### src/rtl/dpa_pkg.sv
`timescale 1ns/1ps
package dpa_pkg;
  // Which port currently holds a contested location
  typedef enum logic [1:0] {
    OWN_NONE  = 2'd0,
    OWN_LEFT  = 2'd1,
    OWN_RIGHT = 2'd2
  } owner_e;

  localparam int unsigned NUM_PORTS = 2;
  localparam int unsigned PORT_L    = 0;
  localparam int unsigned PORT_R    = 1;
endpackage

### src/rtl/dpa_addr_cmp.sv
`timescale 1ns/1ps
module dpa_addr_cmp #(
  parameter int unsigned AW = 12
) (
  input  logic          l_en_i,
  input  logic [AW-1:0] l_addr_i,
  input  logic          r_en_i,
  input  logic [AW-1:0] r_addr_i,
  output logic          match_o
);
  logic [AW-1:0] diff;

  always_comb begin
    diff    = l_addr_i ^ r_addr_i;
    match_o = l_en_i && r_en_i && (diff == '0);
  end
endmodule

### src/rtl/dpa_owner_fsm.sv
`timescale 1ns/1ps
module dpa_owner_fsm
  import dpa_pkg::*;
#(
  parameter int unsigned AW = 12
) (
  input  logic          clk,
  input  logic          rst_n,
  input  logic          master_i,
  input  logic          match_i,
  input  logic          l_en_i,
  input  logic [AW-1:0] l_addr_i,
  input  logic          r_en_i,
  input  logic [AW-1:0] r_addr_i,
  output owner_e        owner_o
);
  // previous-cycle view of each port, used to judge arrival order
  logic          l_en_q, r_en_q;
  logic [AW-1:0] l_addr_q, r_addr_q;
  owner_e        owner_q;

  logic          l_new, r_new;
  owner_e        owner_now;
  owner_e        owner_d;
  logic          hist_ce;

  always_comb begin
    l_new     = !(l_en_q && (l_addr_q == l_addr_i));
    r_new     = !(r_en_q && (r_addr_q == r_addr_i));
    owner_now = OWN_NONE;
    if (master_i && match_i) begin
      if (owner_q != OWN_NONE)      owner_now = owner_q;
      else if (l_new && !r_new)     owner_now = OWN_RIGHT;
      else                          owner_now = OWN_LEFT;
    end
    owner_d = owner_now;
    hist_ce = 1'b1;
  end

  always_ff @(posedge clk or negedge rst_n) begin
    if (!rst_n) begin
      owner_q  <= OWN_NONE;
      l_en_q   <= 1'b0;
      r_en_q   <= 1'b0;
      l_addr_q <= '0;
      r_addr_q <= '0;
    end else begin
      owner_q <= owner_d;
      if (hist_ce) begin
        l_en_q   <= l_en_i;
        r_en_q   <= r_en_i;
        l_addr_q <= l_addr_i;
        r_addr_q <= r_addr_i;
      end
    end
  end

  assign owner_o = owner_now;

  AST_OWNER_NEEDS_COLLISION: assert property (@(posedge clk) disable iff (!rst_n)
    (owner_o != OWN_NONE) |-> (l_en_i && r_en_i && l_addr_i == r_addr_i)) else $error("owner without collision");
endmodule

### src/rtl/dpa_port_ctrl.sv
`timescale 1ns/1ps
module dpa_port_ctrl
  import dpa_pkg::*;
#(
  parameter owner_e LOSE_CODE = OWN_RIGHT
) (
  input  logic   clk,
  input  logic   rst_n,
  input  logic   master_i,
  input  owner_e owner_i,
  input  logic   en_i,
  input  logic   we_i,
  input  logic   busy_n_i,
  output logic   busy_n_o,
  output logic   busy_oe_o,
  output logic   wr_grant_o
);
  logic blocked;
  logic lost;

  always_comb begin
    lost       = (owner_i == LOSE_CODE);
    blocked    = master_i ? lost : !busy_n_i;
    busy_n_o   = !(master_i && lost);
    busy_oe_o  = master_i;
    wr_grant_o = en_i && we_i && !blocked;
  end

  AST_LOSER_NO_WRITE: assert property (@(posedge clk) disable iff (!rst_n)
    (master_i && !busy_n_o) |-> !wr_grant_o) else $error("loser write passed");
  AST_SLAVE_BLOCK: assert property (@(posedge clk) disable iff (!rst_n)
    (!master_i && !busy_n_i) |-> (!wr_grant_o && busy_n_o)) else $error("slave write not blocked");
endmodule

### src/rtl/dpa_collision_arb.sv
`timescale 1ns/1ps
module dpa_collision_arb
  import dpa_pkg::*;
#(
  parameter int unsigned AW = 12
) (
  input  logic          clk,
  input  logic          rst_n,
  input  logic          master_i,
  input  logic          l_en_i,
  input  logic          l_we_i,
  input  logic [AW-1:0] l_addr_i,
  input  logic          r_en_i,
  input  logic          r_we_i,
  input  logic [AW-1:0] r_addr_i,
  input  logic          l_busy_n_i,
  input  logic          r_busy_n_i,
  output logic          l_busy_n_o,
  output logic          r_busy_n_o,
  output logic          l_busy_oe_o,
  output logic          r_busy_oe_o,
  output logic          l_wr_grant_o,
  output logic          r_wr_grant_o
);
  initial begin
    AST_AW_RANGE: assert (AW >= 12 && AW <= 14) else $error("AW out of range");
  end

  // reset: asserted asynchronously, released through two flops
  logic rst_meta, rst_sync_n;
  always_ff @(posedge clk or negedge rst_n) begin
    if (!rst_n) begin
      rst_meta   <= 1'b0;
      rst_sync_n <= 1'b0;
    end else begin
      rst_meta   <= 1'b1;
      rst_sync_n <= rst_meta;
    end
  end

  logic   match;
  owner_e owner;

  dpa_addr_cmp #(.AW(AW)) i_cmp (
    .l_en_i   (l_en_i),
    .l_addr_i (l_addr_i),
    .r_en_i   (r_en_i),
    .r_addr_i (r_addr_i),
    .match_o  (match)
  );

  dpa_owner_fsm #(.AW(AW)) i_owner (
    .clk      (clk),
    .rst_n    (rst_sync_n),
    .master_i (master_i),
    .match_i  (match),
    .l_en_i   (l_en_i),
    .l_addr_i (l_addr_i),
    .r_en_i   (r_en_i),
    .r_addr_i (r_addr_i),
    .owner_o  (owner)
  );

  logic [NUM_PORTS-1:0] en_v, we_v, bin_v, bout_v, oe_v, gnt_v;

  always_comb begin
    en_v[PORT_L]  = l_en_i;   en_v[PORT_R]  = r_en_i;
    we_v[PORT_L]  = l_we_i;   we_v[PORT_R]  = r_we_i;
    bin_v[PORT_L] = l_busy_n_i; bin_v[PORT_R] = r_busy_n_i;
  end

  for (genvar p = 0; p < NUM_PORTS; p++) begin : g_port
    localparam owner_e LOSE = (p == PORT_L) ? OWN_RIGHT : OWN_LEFT;
    dpa_port_ctrl #(.LOSE_CODE(LOSE)) i_port (
      .clk        (clk),
      .rst_n      (rst_sync_n),
      .master_i   (master_i),
      .owner_i    (owner),
      .en_i       (en_v[p]),
      .we_i       (we_v[p]),
      .busy_n_i   (bin_v[p]),
      .busy_n_o   (bout_v[p]),
      .busy_oe_o  (oe_v[p]),
      .wr_grant_o (gnt_v[p])
    );
  end

  assign l_busy_n_o   = bout_v[PORT_L];
  assign r_busy_n_o   = bout_v[PORT_R];
  assign l_busy_oe_o  = oe_v[PORT_L];
  assign r_busy_oe_o  = oe_v[PORT_R];
  assign l_wr_grant_o = gnt_v[PORT_L];
  assign r_wr_grant_o = gnt_v[PORT_R];

  AST_BUSY_NEEDS_MATCH: assert property (@(posedge clk) disable iff (!rst_sync_n)
    (!l_busy_n_o || !r_busy_n_o) |-> (l_en_i && r_en_i && l_addr_i == r_addr_i)) else $error("busy without match");
  AST_SINGLE_LOSER: assert property (@(posedge clk) disable iff (!rst_sync_n)
    $countones({~l_busy_n_o, ~r_busy_n_o}) <= 1) else $error("both ports busy");
  AST_RIGHT_STAYS_LOSER: assert property (@(posedge clk) disable iff (!rst_sync_n)
    (master_i && $past(master_i) && match && $past(match) && $past(!r_busy_n_o)) |-> !r_busy_n_o) else $error("right lost hold changed");
  AST_LEFT_STAYS_LOSER: assert property (@(posedge clk) disable iff (!rst_sync_n)
    (master_i && $past(master_i) && match && $past(match) && $past(!l_busy_n_o)) |-> !l_busy_n_o) else $error("left lost hold changed");
endmodule

### config.mk
export PLATFORM = sky130hd
export DESIGN_NAME = dpa_collision_arb
export DESIGN_NICKNAME = d
export VERILOG_FILES = /design/src/rtl/dpa_pkg.sv /design/src/rtl/dpa_addr_cmp.sv /design/src/rtl/dpa_owner_fsm.sv /design/src/rtl/dpa_port_ctrl.sv /design/src/rtl/dpa_collision_arb.sv
export SDC_FILE = /design/constraint.sdc
export NUM_CORES = 1
export LEC_CHECK = 0
export BUFFER_PORTS_ARGS = -buffer_cell sky130_fd_sc_hd__buf_4
export CORE_ASPECT_RATIO = 1.2
export CORE_MARGIN = 2
export CORE_UTILIZATION = 45
export CTS_CLUSTER_SIZE = 20
export DETAILED_ROUTE_END_ITERATION = 6
export PLACE_DENSITY = 0.74
export REMOVE_ABC_BUFFERS = 1
export SYNTH_ARGS = -nofsm -noshare
export SYNTH_HDL_FRONTEND = slang
export SYNTH_SLANG_ARGS = --single-unit
### constraint.sdc
create_clock -name clk -period 1.7 [get_ports clk]
set_input_delay 0.17 -clock clk [delete_from_list [all_inputs] [get_ports clk]]
set_output_delay 0.17 -clock clk [all_outputs]
set_load 0.05 [all_outputs]
==> out/qor.yml <==
die:
  io-pin-count: 39
  start_util_pct: 47.3
  rows: 21
  die_x_um: 53.6
  core_um2: 2810
  dieArea_um2: 3410
  fp.dieH_um: 63.6
power:
  power.leakage_nw: 0.912
  cellPowerDensity_nw_per_um2: 717
  intPower_mw: 1.06
  peakVddDrop_v: 0.000670
  totalPowerFinal_mw: 1.45
  pwr-share-clk_pct: 25.6
  net-switching-power_mw: 0.385
  switching_share_pct: 26.5
  power_frac_comb_pct: 21.8
  power_frac_seq_pct: 52.6
clocking:
  cts_sinks: 30
  path_clk_slew_ns: 0.09
  numCtsBuffers: 5
  cts_root_buffer: "clkbuf_4"
  clk_latency_ns: 0.32
  h-tree-depth: 2
  postCtsSetupRepairBufs: 0
  cts_buffer_depth: 2
  cts_tree: "yes"
critical_path:
  cp.arrival_ns: 1.93
  critPathTopFamily: "compound AO/OA/AOI/OAI gates"
  crit_path_end_kind: "output pin"
  crit_path_top_delay_cell: "dfrtp_1"
  path_class: "reg -> out"
  crit_buf_inv: 1
  critPathMaxStageDelay_ns: 0.38
  cp_max_fo: 2
  required_ns: 1.53
  crit_chain: "xor2_1 > nor4_1 > nand4_1 > o2111ai_1 > o2111a_1 > buf_6"
  cp-start-kind: "register"
global_routing:
  grt_max_degree: 15
  antenna_found_initial: 0
  grt_pass1_vias: 1233
  track_usage_pct: 23.0
  grt_overflow: 0
  grt_pass1_wl_mm: 5.57
detailed_routing:
  routed_via_density: 5.17
  drt_wl_total_mm: 3.31
  vias: 1126
  first_pass_iters: 5
  wl_per_cell_um: 15.2
  drc: 0
  drtIter0Drc: 20
  ant_nets: 0
synthesis:
  synth_compound_area_share_pct: 4.89
  ys_ff_latch: 30
  synth_fa_ha_area_share_pct: 0
  synth_top_family_by_area: "XOR/XNOR gates"
  synth_edf_count: 0
  synthSimpleGateAreaFrac_pct: 13.3
  yosysSeqAreaShare_pct: 56.4
  ys.flop_type: "dfrtp_1"
  synth_area_leader_cell: "dfrtp_1"
  synth_top_area_share_pct: 56.4
  netlist_area_um2: 1330
  synthMuxAreaShare_pct: 0
  synthXorXnorAreaFrac_pct: 23.7
  synth_common_cells: "dfrtp_1, xor2_1, xnor2_1"
  async_reset_ff_share_pct: 100
  synth_area_leaders: "dfrtp_1, xor2_1, xnor2_1"
  synth_warnings: 0
  synth.most_common_cell: "dfrtp_1"
  ys_types: 24
  avgSynthCellArea_um2: 12.5
  syn_inst: 106
timing:
  hold_slack_ns: 0.0727
  fmax_mhz: 476
  setup_viol: 4
  fin_crit_ns: 2.10
  maxSlewViolCount: 0
  worst_slack_ns: -0.402
  clock_skew_ns: 0.0120
  hold_violations: 0
  rsz0062_at_grt: "yes"
  period_share_pct: 124
final_layout:
  syn2layout_area_growth_pct: 52.0
  nNetsFinal: 217
  drive_gt1_share_pct: 41.8
  antenna_cells: 0
min_path:
  min_path_type: "in -> reg"
run_status:
  violations: "setup timing"
  outcome: "finished with violations"
placement:
  hpwl_mm: 2.54
  gp_congestion: 0.837
  port_buffers: 38
flow_run:
  cap_violations: 0
area by class of cell:
type	count	area, um^2
clock buffer	7	45.0
fill	205	790
inverter	1	3.75
multi-input combinational	73	599
sequential	30	751
tap	34	42.5
timing repair buffer	73	581
through the flow:
step	utilization [%]	setup slack (ns)	instance area, um^2	std cells	setup TNS (ns)
global placement	65.1	-0.228	1830	201	-0.750
floorplan	-	-0.540	1320	104	-0.940
detailed placement	65.1	-0.260	1830	201	-0.918
finish	71.9	-0.402	2020	218	-1.39
global route	71.9	-0.500	2020	218	-1.95
CTS	71.0	-0.414	2000	218	-1.53
state kept, by name (all words and copies together), names as in the netlist:
name and cells:
i_owner.l_addr_q 12, i_owner.owner_q 2, rst_sync_n 1, i_owner.r_en_q 1, i_owner.r_addr_q 12, rst_meta 1
i_owner.l_en_q 1
cells in the final DEF (no fill, tap or decap), drive strengths merged, types with 4 or more instances in the layout:
cell type,synthesis,routed
buf,2,63
dfrtp,30,30
xor2,24,24
xnor2,12,12
dlygate4sd3,0,10
nor4,8,8
clkbuf,0,7
nor3,4,4
nand4,4,4
layer usage:
layer  GRT usage (%)  part of all wire [%]
met1            25.7                    36
met2            40.0                    56
met3            5.69                   5.0
met4            9.62                   2.3
met5               0                     0
cells by family after synthesis:
group                     count (synthesis)
AOI/OAI and AO/OA                         8
xor gates and xnor gates                 36
buffers and inverters                     3
DFF                                      30
other                                     1
and+or+nand+nor                          28
power groups by stage:
| stage | clock network (mW) | registers [mW] | logic [mW] |
|---|---|---|---|
| 5_1_grt | 0.422 | 0.765 | 0.341 |
| 3_3_place_gp | 0 | 0.774 | 0.274 |
| 6_report | 0.372 | 0.762 | 0.316 |
| 4_1_cts | 0.380 | 0.762 | 0.307 |
| 2_1_floorplan | 0 | 0.782 | 0.101 |
| 3_5_place_dp | 0 | 0.776 | 0.285 |
path summary, 6_finish.rpt:
check                           cells past startpoint                 from                   to  slack, ns
worst max-delay path                                6  i_owner.r_addr_q[0]         r_wr_grant_o      -0.40
worst min-delay path                                2          r_addr_i[2]  i_owner.r_addr_q[2]       0.07
worst max register to register                      7  i_owner.l_addr_q[0]   i_owner.owner_q[1]       0.21
worst min register to register                      1           rst_sync_n       i_owner.l_en_q       0.19
max in group asynchronous                           1           rst_sync_n  i_owner.r_addr_q[7]       1.33
min in group asynchronous                           2                rst_n             rst_meta       0.17
timing repair:
action                                  CTS  global route
endpoints found under the setup margin    4             4
gates resized for setup                   4             4
pin swaps                                 6             8
hold buffers                             10             0
endpoints found under the hold margin    11             0
No activity file was read; power rests on OpenSTA's default activity.
